[src/rtl/mac_pkg.sv]
// Shared opcode and format types for the multiply-accumulate pipeline.
// Assumes opcodes arrive already decoded by the host core.
package mac_pkg;

    typedef enum logic [2:0] {
        OP_MUL  = 3'd0,
        OP_MACA = 3'd1,
        OP_MACS = 3'd2,
        OP_LOAD = 3'd3,
        OP_READ = 3'd4,
        OP_STAT = 3'd5,
        OP_CLRF = 3'd6,
        OP_NOP  = 3'd7
    } mac_op_e;

    typedef enum logic [1:0] {
        FMT_SINT = 2'd0,
        FMT_UINT = 2'd1,
        FMT_FRAC = 2'd2,
        FMT_RSVD = 2'd3
    } mac_fmt_e;

    typedef struct packed {
        mac_op_e  op;
        mac_fmt_e fmt;
        logic     sat;
    } mac_ctl_t;

    // True for operations whose value comes from the multiplier.
    function automatic logic op_uses_product(input mac_op_e op);
        return (op == OP_MUL) || (op == OP_MACA) || (op == OP_MACS);
    endfunction

    // True for operations that must wait for an empty pipeline.
    function automatic logic op_is_read(input mac_op_e op);
        return (op == OP_READ) || (op == OP_STAT);
    endfunction

endpackage

[src/rtl/mac_operand_prep.sv]
// Selects a full word or one halfword of an operand and extends it to a
// signed DATA_W+1 value. Fraction halves are placed in the upper half so the
// binary point matches a full-width fraction. Purely combinational.
module mac_operand_prep
    import mac_pkg::*;
#(
    parameter int DATA_W = 32,
    localparam int HALF_W = DATA_W / 2
) (
    input  logic [DATA_W-1:0]  word_i,
    input  mac_fmt_e           fmt_i,
    input  logic               half_i,
    input  logic               hi_i,
    output logic signed [DATA_W:0] ext_o
);

    logic [HALF_W-1:0] part;
    logic [DATA_W-1:0] base;

    // Pick the halfword and build the DATA_W-bit base value.
    always_comb begin
        part = hi_i ? word_i[DATA_W-1:HALF_W] : word_i[HALF_W-1:0];
        if (!half_i) begin
            base = word_i;
        end else if (fmt_i == FMT_FRAC) begin
            base = {part, {HALF_W{1'b0}}};
        end else if (fmt_i == FMT_UINT) begin
            base = {{HALF_W{1'b0}}, part};
        end else begin
            base = {{HALF_W{part[HALF_W-1]}}, part};
        end
        ext_o = {(fmt_i != FMT_UINT) & base[DATA_W-1], base};
    end

endmodule

[src/rtl/mac_multiplier.sv]
// Signed multiplier for DATA_W+1-bit operands; returns the low 2*DATA_W
// bits, which hold the exact product of any pair of DATA_W-bit signed or
// unsigned values. Combinational; the caller registers the output.
module mac_multiplier #(
    parameter int DATA_W = 32,
    localparam int PROD_W = 2 * DATA_W
) (
    input  logic signed [DATA_W:0] a_i,
    input  logic signed [DATA_W:0] b_i,
    output logic [PROD_W-1:0]      prod_o
);

    logic [PROD_W-1:0] a_wide;
    logic [PROD_W-1:0] b_wide;

    // Sign-extend to product width and multiply modulo 2^PROD_W.
    always_comb begin
        a_wide = {{(PROD_W-DATA_W-1){a_i[DATA_W]}}, a_i};
        b_wide = {{(PROD_W-DATA_W-1){b_i[DATA_W]}}, b_i};
        prod_o = a_wide * b_wide;
    end

endmodule

[src/rtl/mac_align.sv]
// Maps a 2*DATA_W product to accumulator width. Integer formats keep the
// low ACC_W bits. The fraction format doubles the product and keeps the top
// ACC_W bits; the single case that overflows (min times min) saturates.
module mac_align #(
    parameter int DATA_W = 32,
    parameter int ACC_W  = 48,
    localparam int PROD_W = 2 * DATA_W
) (
    input  logic [PROD_W-1:0] prod_i,
    input  logic              frac_i,
    output logic [ACC_W-1:0]  val_o
);

    logic frac_ovf;

    // Choose integer or fraction alignment.
    always_comb begin
        frac_ovf = (prod_i[PROD_W-1:PROD_W-2] == 2'b01);
        if (!frac_i) begin
            val_o = prod_i[ACC_W-1:0];
        end else if (frac_ovf) begin
            val_o = {1'b0, {(ACC_W-1){1'b1}}};
        end else begin
            val_o = prod_i[PROD_W-2 -: ACC_W];
        end
    end

endmodule

[src/rtl/mac_acc_unit.sv]
// Adds or subtracts an aligned product to an accumulator value, detecting
// overflow in the signed or unsigned sense and optionally clamping.
// Combinational.
module mac_acc_unit #(
    parameter int ACC_W = 48
) (
    input  logic [ACC_W-1:0] cur_i,
    input  logic [ACC_W-1:0] val_i,
    input  logic             sub_i,
    input  logic             uns_i,
    input  logic             sat_i,
    output logic [ACC_W-1:0] res_o,
    output logic             ovf_o
);

    logic [ACC_W:0]   cur_x;
    logic [ACC_W:0]   val_x;
    logic [ACC_W:0]   wide;
    logic [ACC_W-1:0] clamp;

    // Extend by one bit, combine, and pick the clamp value.
    always_comb begin
        cur_x = {~uns_i & cur_i[ACC_W-1], cur_i};
        val_x = {~uns_i & val_i[ACC_W-1], val_i};
        wide  = sub_i ? (cur_x - val_x) : (cur_x + val_x);
        if (uns_i) begin
            ovf_o = wide[ACC_W];
            clamp = sub_i ? '0 : '1;
        end else begin
            ovf_o = wide[ACC_W] ^ wide[ACC_W-1];
            clamp = wide[ACC_W] ? {1'b1, {(ACC_W-1){1'b0}}} : {1'b0, {(ACC_W-1){1'b1}}};
        end
        res_o = (ovf_o && sat_i) ? clamp : wide[ACC_W-1:0];
    end

endmodule

[src/rtl/mac_pipe.sv]
// Four-stage multiply-accumulate pipeline with NUM_ACC accumulators.
// Stage 1 prepares operands and samples register reads, stage 2 multiplies,
// stage 3 aligns, stage 4 accumulates and drives the result. Assumes the
// host holds an operation stable while in_ready is low.
module mac_pipe
    import mac_pkg::*;
#(
    parameter int DATA_W  = 32,
    parameter int ACC_W   = 48,
    parameter int NUM_ACC = 4,
    localparam int SEL_W  = $clog2(NUM_ACC),
    localparam int PROD_W = 2 * DATA_W
) (
    input  logic              clk,
    input  logic              rst_n,
    input  logic              in_valid,
    output logic              in_ready,
    input  logic [2:0]        in_op,
    input  logic [1:0]        in_fmt,
    input  logic              in_half,
    input  logic              in_a_hi,
    input  logic              in_b_hi,
    input  logic              in_sat,
    input  logic [SEL_W-1:0]  in_acc_sel,
    input  logic [DATA_W-1:0] in_a,
    input  logic [DATA_W-1:0] in_b,
    output logic              out_valid,
    output logic [ACC_W-1:0]  out_data
);

    mac_op_e  in_op_e;
    mac_fmt_e in_fmt_e;
    logic     take;

    logic [DATA_W-1:0]       op_word [2];
    logic                    op_hi   [2];
    logic signed [DATA_W:0]  op_ext  [2];
    logic [ACC_W-1:0]        side_word;

    logic [ACC_W-1:0]   acc_q [NUM_ACC];
    logic [NUM_ACC-1:0] ovf_q;

    logic                   s1_v, s2_v, s3_v;
    mac_ctl_t               s1_ctl, s2_ctl, s3_ctl;
    logic [SEL_W-1:0]       s1_sel, s2_sel, s3_sel;
    logic signed [DATA_W:0] s1_a, s1_b;
    logic [ACC_W-1:0]       s1_side, s2_side, s3_val;
    logic [PROD_W-1:0]      s2_prod, mult_prod;
    logic [ACC_W-1:0]       aligned;

    logic [ACC_W-1:0] acc_res;
    logic             acc_ovf;

    assign in_op_e  = mac_op_e'(in_op);
    assign in_fmt_e = mac_fmt_e'(in_fmt);
    assign in_ready = !(op_is_read(in_op_e) && (s1_v || s2_v || s3_v));
    assign take     = in_valid && in_ready;

    assign op_word[0] = in_a;
    assign op_word[1] = in_b;
    assign op_hi[0]   = in_a_hi;
    assign op_hi[1]   = in_b_hi;

    generate
        for (genvar g = 0; g < 2; g++) begin : g_prep
            mac_operand_prep #(.DATA_W(DATA_W)) u_prep (
                .word_i (op_word[g]),
                .fmt_i  (in_fmt_e),
                .half_i (in_half),
                .hi_i   (op_hi[g]),
                .ext_o  (op_ext[g])
            );
        end
    endgenerate

    // Value carried by register operations: read data, flags or load word.
    always_comb begin
        case (in_op_e)
            OP_READ: side_word = acc_q[in_acc_sel];
            OP_STAT: side_word = {{(ACC_W-NUM_ACC){1'b0}}, ovf_q};
            OP_LOAD: side_word = {in_b[ACC_W-DATA_W-1:0], in_a};
            default: side_word = '0;
        endcase
    end

    // Stage 1: capture the accepted operation.
    always_ff @(posedge clk) begin
        if (!rst_n) begin
            s1_v    <= 1'b0;
            s1_ctl  <= '{op: OP_NOP, fmt: FMT_SINT, sat: 1'b0};
            s1_sel  <= '0;
            s1_a    <= '0;
            s1_b    <= '0;
            s1_side <= '0;
        end else begin
            s1_v <= take;
            if (take) begin
                s1_ctl  <= '{op: in_op_e, fmt: in_fmt_e, sat: in_sat};
                s1_sel  <= in_acc_sel;
                s1_a    <= op_ext[0];
                s1_b    <= op_ext[1];
                s1_side <= side_word;
            end
        end
    end

    mac_multiplier #(.DATA_W(DATA_W)) u_mult (
        .a_i    (s1_a),
        .b_i    (s1_b),
        .prod_o (mult_prod)
    );

    // Stage 2: register the product.
    always_ff @(posedge clk) begin
        if (!rst_n) begin
            s2_v    <= 1'b0;
            s2_ctl  <= '{op: OP_NOP, fmt: FMT_SINT, sat: 1'b0};
            s2_sel  <= '0;
            s2_prod <= '0;
            s2_side <= '0;
        end else begin
            s2_v    <= s1_v;
            s2_ctl  <= s1_ctl;
            s2_sel  <= s1_sel;
            s2_prod <= mult_prod;
            s2_side <= s1_side;
        end
    end

    mac_align #(.DATA_W(DATA_W), .ACC_W(ACC_W)) u_align (
        .prod_i (s2_prod),
        .frac_i (s2_ctl.fmt == FMT_FRAC),
        .val_o  (aligned)
    );

    // Stage 3: register the aligned product or the register-op value.
    always_ff @(posedge clk) begin
        if (!rst_n) begin
            s3_v   <= 1'b0;
            s3_ctl <= '{op: OP_NOP, fmt: FMT_SINT, sat: 1'b0};
            s3_sel <= '0;
            s3_val <= '0;
        end else begin
            s3_v   <= s2_v;
            s3_ctl <= s2_ctl;
            s3_sel <= s2_sel;
            s3_val <= op_uses_product(s2_ctl.op) ? aligned : s2_side;
        end
    end

    mac_acc_unit #(.ACC_W(ACC_W)) u_acc (
        .cur_i (acc_q[s3_sel]),
        .val_i (s3_val),
        .sub_i (s3_ctl.op == OP_MACS),
        .uns_i (s3_ctl.fmt == FMT_UINT),
        .sat_i (s3_ctl.sat),
        .res_o (acc_res),
        .ovf_o (acc_ovf)
    );

    // Stage 4: write back accumulators, flags and the result.
    always_ff @(posedge clk) begin
        if (!rst_n) begin
            for (int i = 0; i < NUM_ACC; i++) begin
                acc_q[i] <= '0;
            end
            ovf_q     <= '0;
            out_valid <= 1'b0;
            out_data  <= '0;
        end else begin
            out_valid <= 1'b0;
            if (s3_v) begin
                case (s3_ctl.op)
                    OP_MUL, OP_READ, OP_STAT: begin
                        out_valid <= 1'b1;
                        out_data  <= s3_val;
                    end
                    OP_MACA, OP_MACS: begin
                        acc_q[s3_sel] <= acc_res;
                        out_valid     <= 1'b1;
                        out_data      <= acc_res;
                        if (acc_ovf) begin
                            ovf_q[s3_sel] <= 1'b1;
                        end
                    end
                    OP_LOAD: acc_q[s3_sel] <= s3_val;
                    OP_CLRF: ovf_q[s3_sel] <= 1'b0;
                    default: ;
                endcase
            end
        end
    end

endmodule

[config.mk]
export PLATFORM = sky130hd
export DESIGN_NAME = mac_pipe
export DESIGN_NICKNAME = d
export VERILOG_FILES = /design/src/rtl/mac_pkg.sv /design/src/rtl/mac_operand_prep.sv /design/src/rtl/mac_multiplier.sv /design/src/rtl/mac_align.sv /design/src/rtl/mac_acc_unit.sv /design/src/rtl/mac_pipe.sv
export SDC_FILE = /design/constraint.sdc
export NUM_CORES = 2
export LEC_CHECK = 0
export BUFFER_PORTS_ARGS = -buffer_cell sky130_fd_sc_hd__buf_2
export CORE_MARGIN = 3
export CORE_UTILIZATION = 30
export DETAILED_ROUTE_END_ITERATION = 10
export PLACE_DENSITY = 0.51
export SYNTH_ARGS = -nofsm -noshare
export SYNTH_HDL_FRONTEND = slang
export SYNTH_SLANG_ARGS = --single-unit
[constraint.sdc]
create_clock -name clk -period 11 [get_ports clk]
set_input_delay 1.1 -clock clk [delete_from_list [all_inputs] [get_ports clk]]
set_output_delay 1.1 -clock clk [all_outputs]
set_load 0.02 [all_outputs]
==> reports/qor.csv <==
metric,value,unit
outcome,finished clean,
timing.hold.ws,0.434,ns
r2r.worst_path.cells,25,
grt_max_degree,72,
antenna_found_initial,11,
rows,170,
max_clock_freq,105,MHz
cts.sinks,546,
synthArstFlopShare,0,%
fin_tns_setup,0,ns
finalWirelength,216,mm
p_leak,31.4,nW
fin_crit,9.53,ns
nFillCells,22400,
pin_count,128,
cp_slowest_cell,dfxtp_1,
crit_required,11.53,ns
gp_congestion,0.907,
path_class,flop to flop,
reg2reg_slack,1.47,ns
cp-end-kind,flop,
drt_iter0_markers,3832,
rsz0062_at_grt,no,
worst_setup_path_start_kind,flop,
p_per_area,149,nW/um^2
viasPerCell,5.06,
slew_viol_final,0,
cp_top_family,adder cells,
min_path_type,flop to flop,
ys.warnings.count,0,
layout_setup_ws,1.47,ns
synthesis.nets,8297,
grt_pass1_wl,332,mm
dp_hpwl,169,mm
synth_edf_count,192,
avgRoutedWirePerCell,22.5,um
die_h,473,um
area_delta_synth_final,8.85,%
core_area,216000,um^2
dieArea,224000,um^2
netlist_area,65400,um^2
numCtsBuffers,66,
cts_tree,done,
layout-drive-gt1-share,8.03,%
stdcell_area,71200,um^2
ys_types,81,
track_usage,19.4,%
vias,48600,
worst_hold_path.endpoint,s2_side[39],
clk_pin_slew,0.06,ns
placed_area,69000,um^2
hold_depth,1,
hold_buffers,0,
synthCells,6832,
drtPass1Iterations,5,
max_stage_delay,0.87,ns
layout.nets,8170,
setup_violations,0,
dieWidth,473,um
start_util,30.3,%
htreeDepth,3,
tightest_slew,1.29,ns
period_share,86.6,%
overflow,0,
clockBufferDepth,3,
post_cts_buffers,0,
avgSynthCellArea,9.57,um^2
clk_latency,0.67,ns
drc_errors,0,
ys_seq_area_share,19.7,%
pre_cts_ws,1.71,ns
slew_headroom,14.3,%
rr_startpoint,s1_b[16],
maxCapViolations,0,
vdd_drop_max,0.131,mV
final.setup_skew,0.0448,ns
r2r-end,s2_prod[63],
cp_max_fo,25,
worst_ep_arrival_time,10.06,ns
crit_buf_inv,7,
portBuffers,127,
ctsResizeCount,0,
root_buffer,clkbuf_16,
ant_nets,0,
yosys_most_used_dff,dfxtp_1,
first_global_vias,52000,
crit_path_frequent_cell,fa_1,
hold_start,s1_side[39],
finalHoldViolCount,0,
synth_seq_cells,546,
logic make-up after synthesis:
group | Yosys count | share of synthesized area [%]
flip-flops | 546 | 19.7
AND/OR/NAND/NOR | 2122 | 15.7
buffers and inverters | 1604 | 9.26
adder cells (fa/ha/maj) | 1387 | 39.5
multiplexers | 108 | 3.50
XOR/XNOR | 159 | 2.14
AO/OA/AOI/OAI | 906 | 10.2
routing by layer:
| layer | track usage, % | part of all wire (%) |
|---|---|---|
| met1 | 27.1 | 45 |
| met2 | 31.6 | 47 |
| met3 | 2.67 | 5.7 |
| met4 | 5.31 | 2.9 |
| met5 | 0 | 0.011 |
sequential cells by signal, summed over array words and instances, names as in the netlist, 2 cells and up, named ones only:
signal / cells
acc_q: 192
out_data: 48
s1_a: 33
s1_b: 33
s1_ctl: 6
s1_sel: 2
s1_side: 48
s2_ctl: 6
s2_prod: 64
s2_sel: 2
s2_side: 48
s3_ctl: 6
s3_sel: 2
s3_val: 48
report_power, final:
group / leakage [nW] / internal, mW / switching (mW)
clock network: 1.07 / 1.27 / 0.967
logic: 25.4 / 2.17 / 3.78
registers: 4.87 / 2.24 / 0.189
total: 31.4 / 5.68 / 4.94
synthesized netlist by cell type (all sizes together) (13+ instances only):
cell type | instances | area share [%]
nand3 | 29 | 0.22
nand2 | 757 | 4.3
dfxtp | 354 | 11
nor4 | 16 | 0.15
xnor2 | 101 | 1.4
a211oi | 22 | 0.25
fa | 1126 | 34
o221ai | 79 | 1.1
clkbuf | 408 | 2.3
nor3 | 123 | 0.98
and3 | 20 | 0.19
a21o | 52 | 0.60
nand4 | 36 | 0.34
inv | 1157 | 6.6
buf | 39 | 0.27
ha | 261 | 5.0
o21a | 13 | 0.15
o21ai | 162 | 1.2
o32ai | 33 | 1.1
o31ai | 31 | 0.36
nor2b | 51 | 0.49
a22oi | 49 | 0.56
nand2b | 46 | 0.44
o21bai | 18 | 0.21
a21oi | 230 | 1.8
xor2 | 58 | 0.79
o211ai | 20 | 0.23
nor2 | 396 | 2.3
a31oi | 14 | 0.13
mux4 | 96 | 3.3
and2 | 612 | 5.9
edfxtp | 192 | 8.8
a221oi | 72 | 1.1
o2bb2ai | 49 | 0.66
cells in the final DEF, fill, tap and decap left out, types with 101 or more instances in the layout:
cell	netlist	routed
buf_2	8	124
buf_4	4	127
xnor2_1	101	101
a21oi_1	230	228
edfxtp_1	192	192
and2_1	612	610
fa_1	1126	1126
nor2_1	396	394
ha_1	261	261
o21ai_0	128	123
nand2_1	757	756
inv_1	1157	1156
nor3_1	119	119
dfxtp_1	354	348
per-stage QoR:
step / utilization (%) / std cells / power, mW
global placement: 32.0 / 9475 / 8.36
CTS: 33.0 / 9597 / 10.6
detailed placement: 32.0 / 9475 / 8.29
finish: 33.0 / 9601 / 10.6
floorplan: - / 6832 / 6.45
global route: 33.0 / 9600 / 11.4
cell type report:
type	instances	area (um^2)	area share, %
flip-flops and latches	546	12900	18.1
multi-input cells	4682	46600	65.5
diodes	4	10.0	0.0141
clock inverters	24	244	0.343
clock buffers	98	1920	2.70
well taps	2838	3550	4.99
inverters	1157	4350	6.11
repair buffers	252	1590	2.24
worst max path at each step:
stage,start,endpoint,slack [ns],depth (start not counted)
2_1_floorplan,s1_b[4],s2_prod[61],3.15,25
3_3_place_gp,s1_b[16],s2_prod[63],1.75,25
3_5_place_dp,s1_b[16],s2_prod[63],1.71,25
4_1_cts,s1_b[16],s2_prod[63],1.63,25
5_1_grt,s1_b[16],s2_prod[63],1.23,25
6_report,s1_b[16],s2_prod[63],1.47,25
No activity file was read; power rests on OpenSTA's default activity.
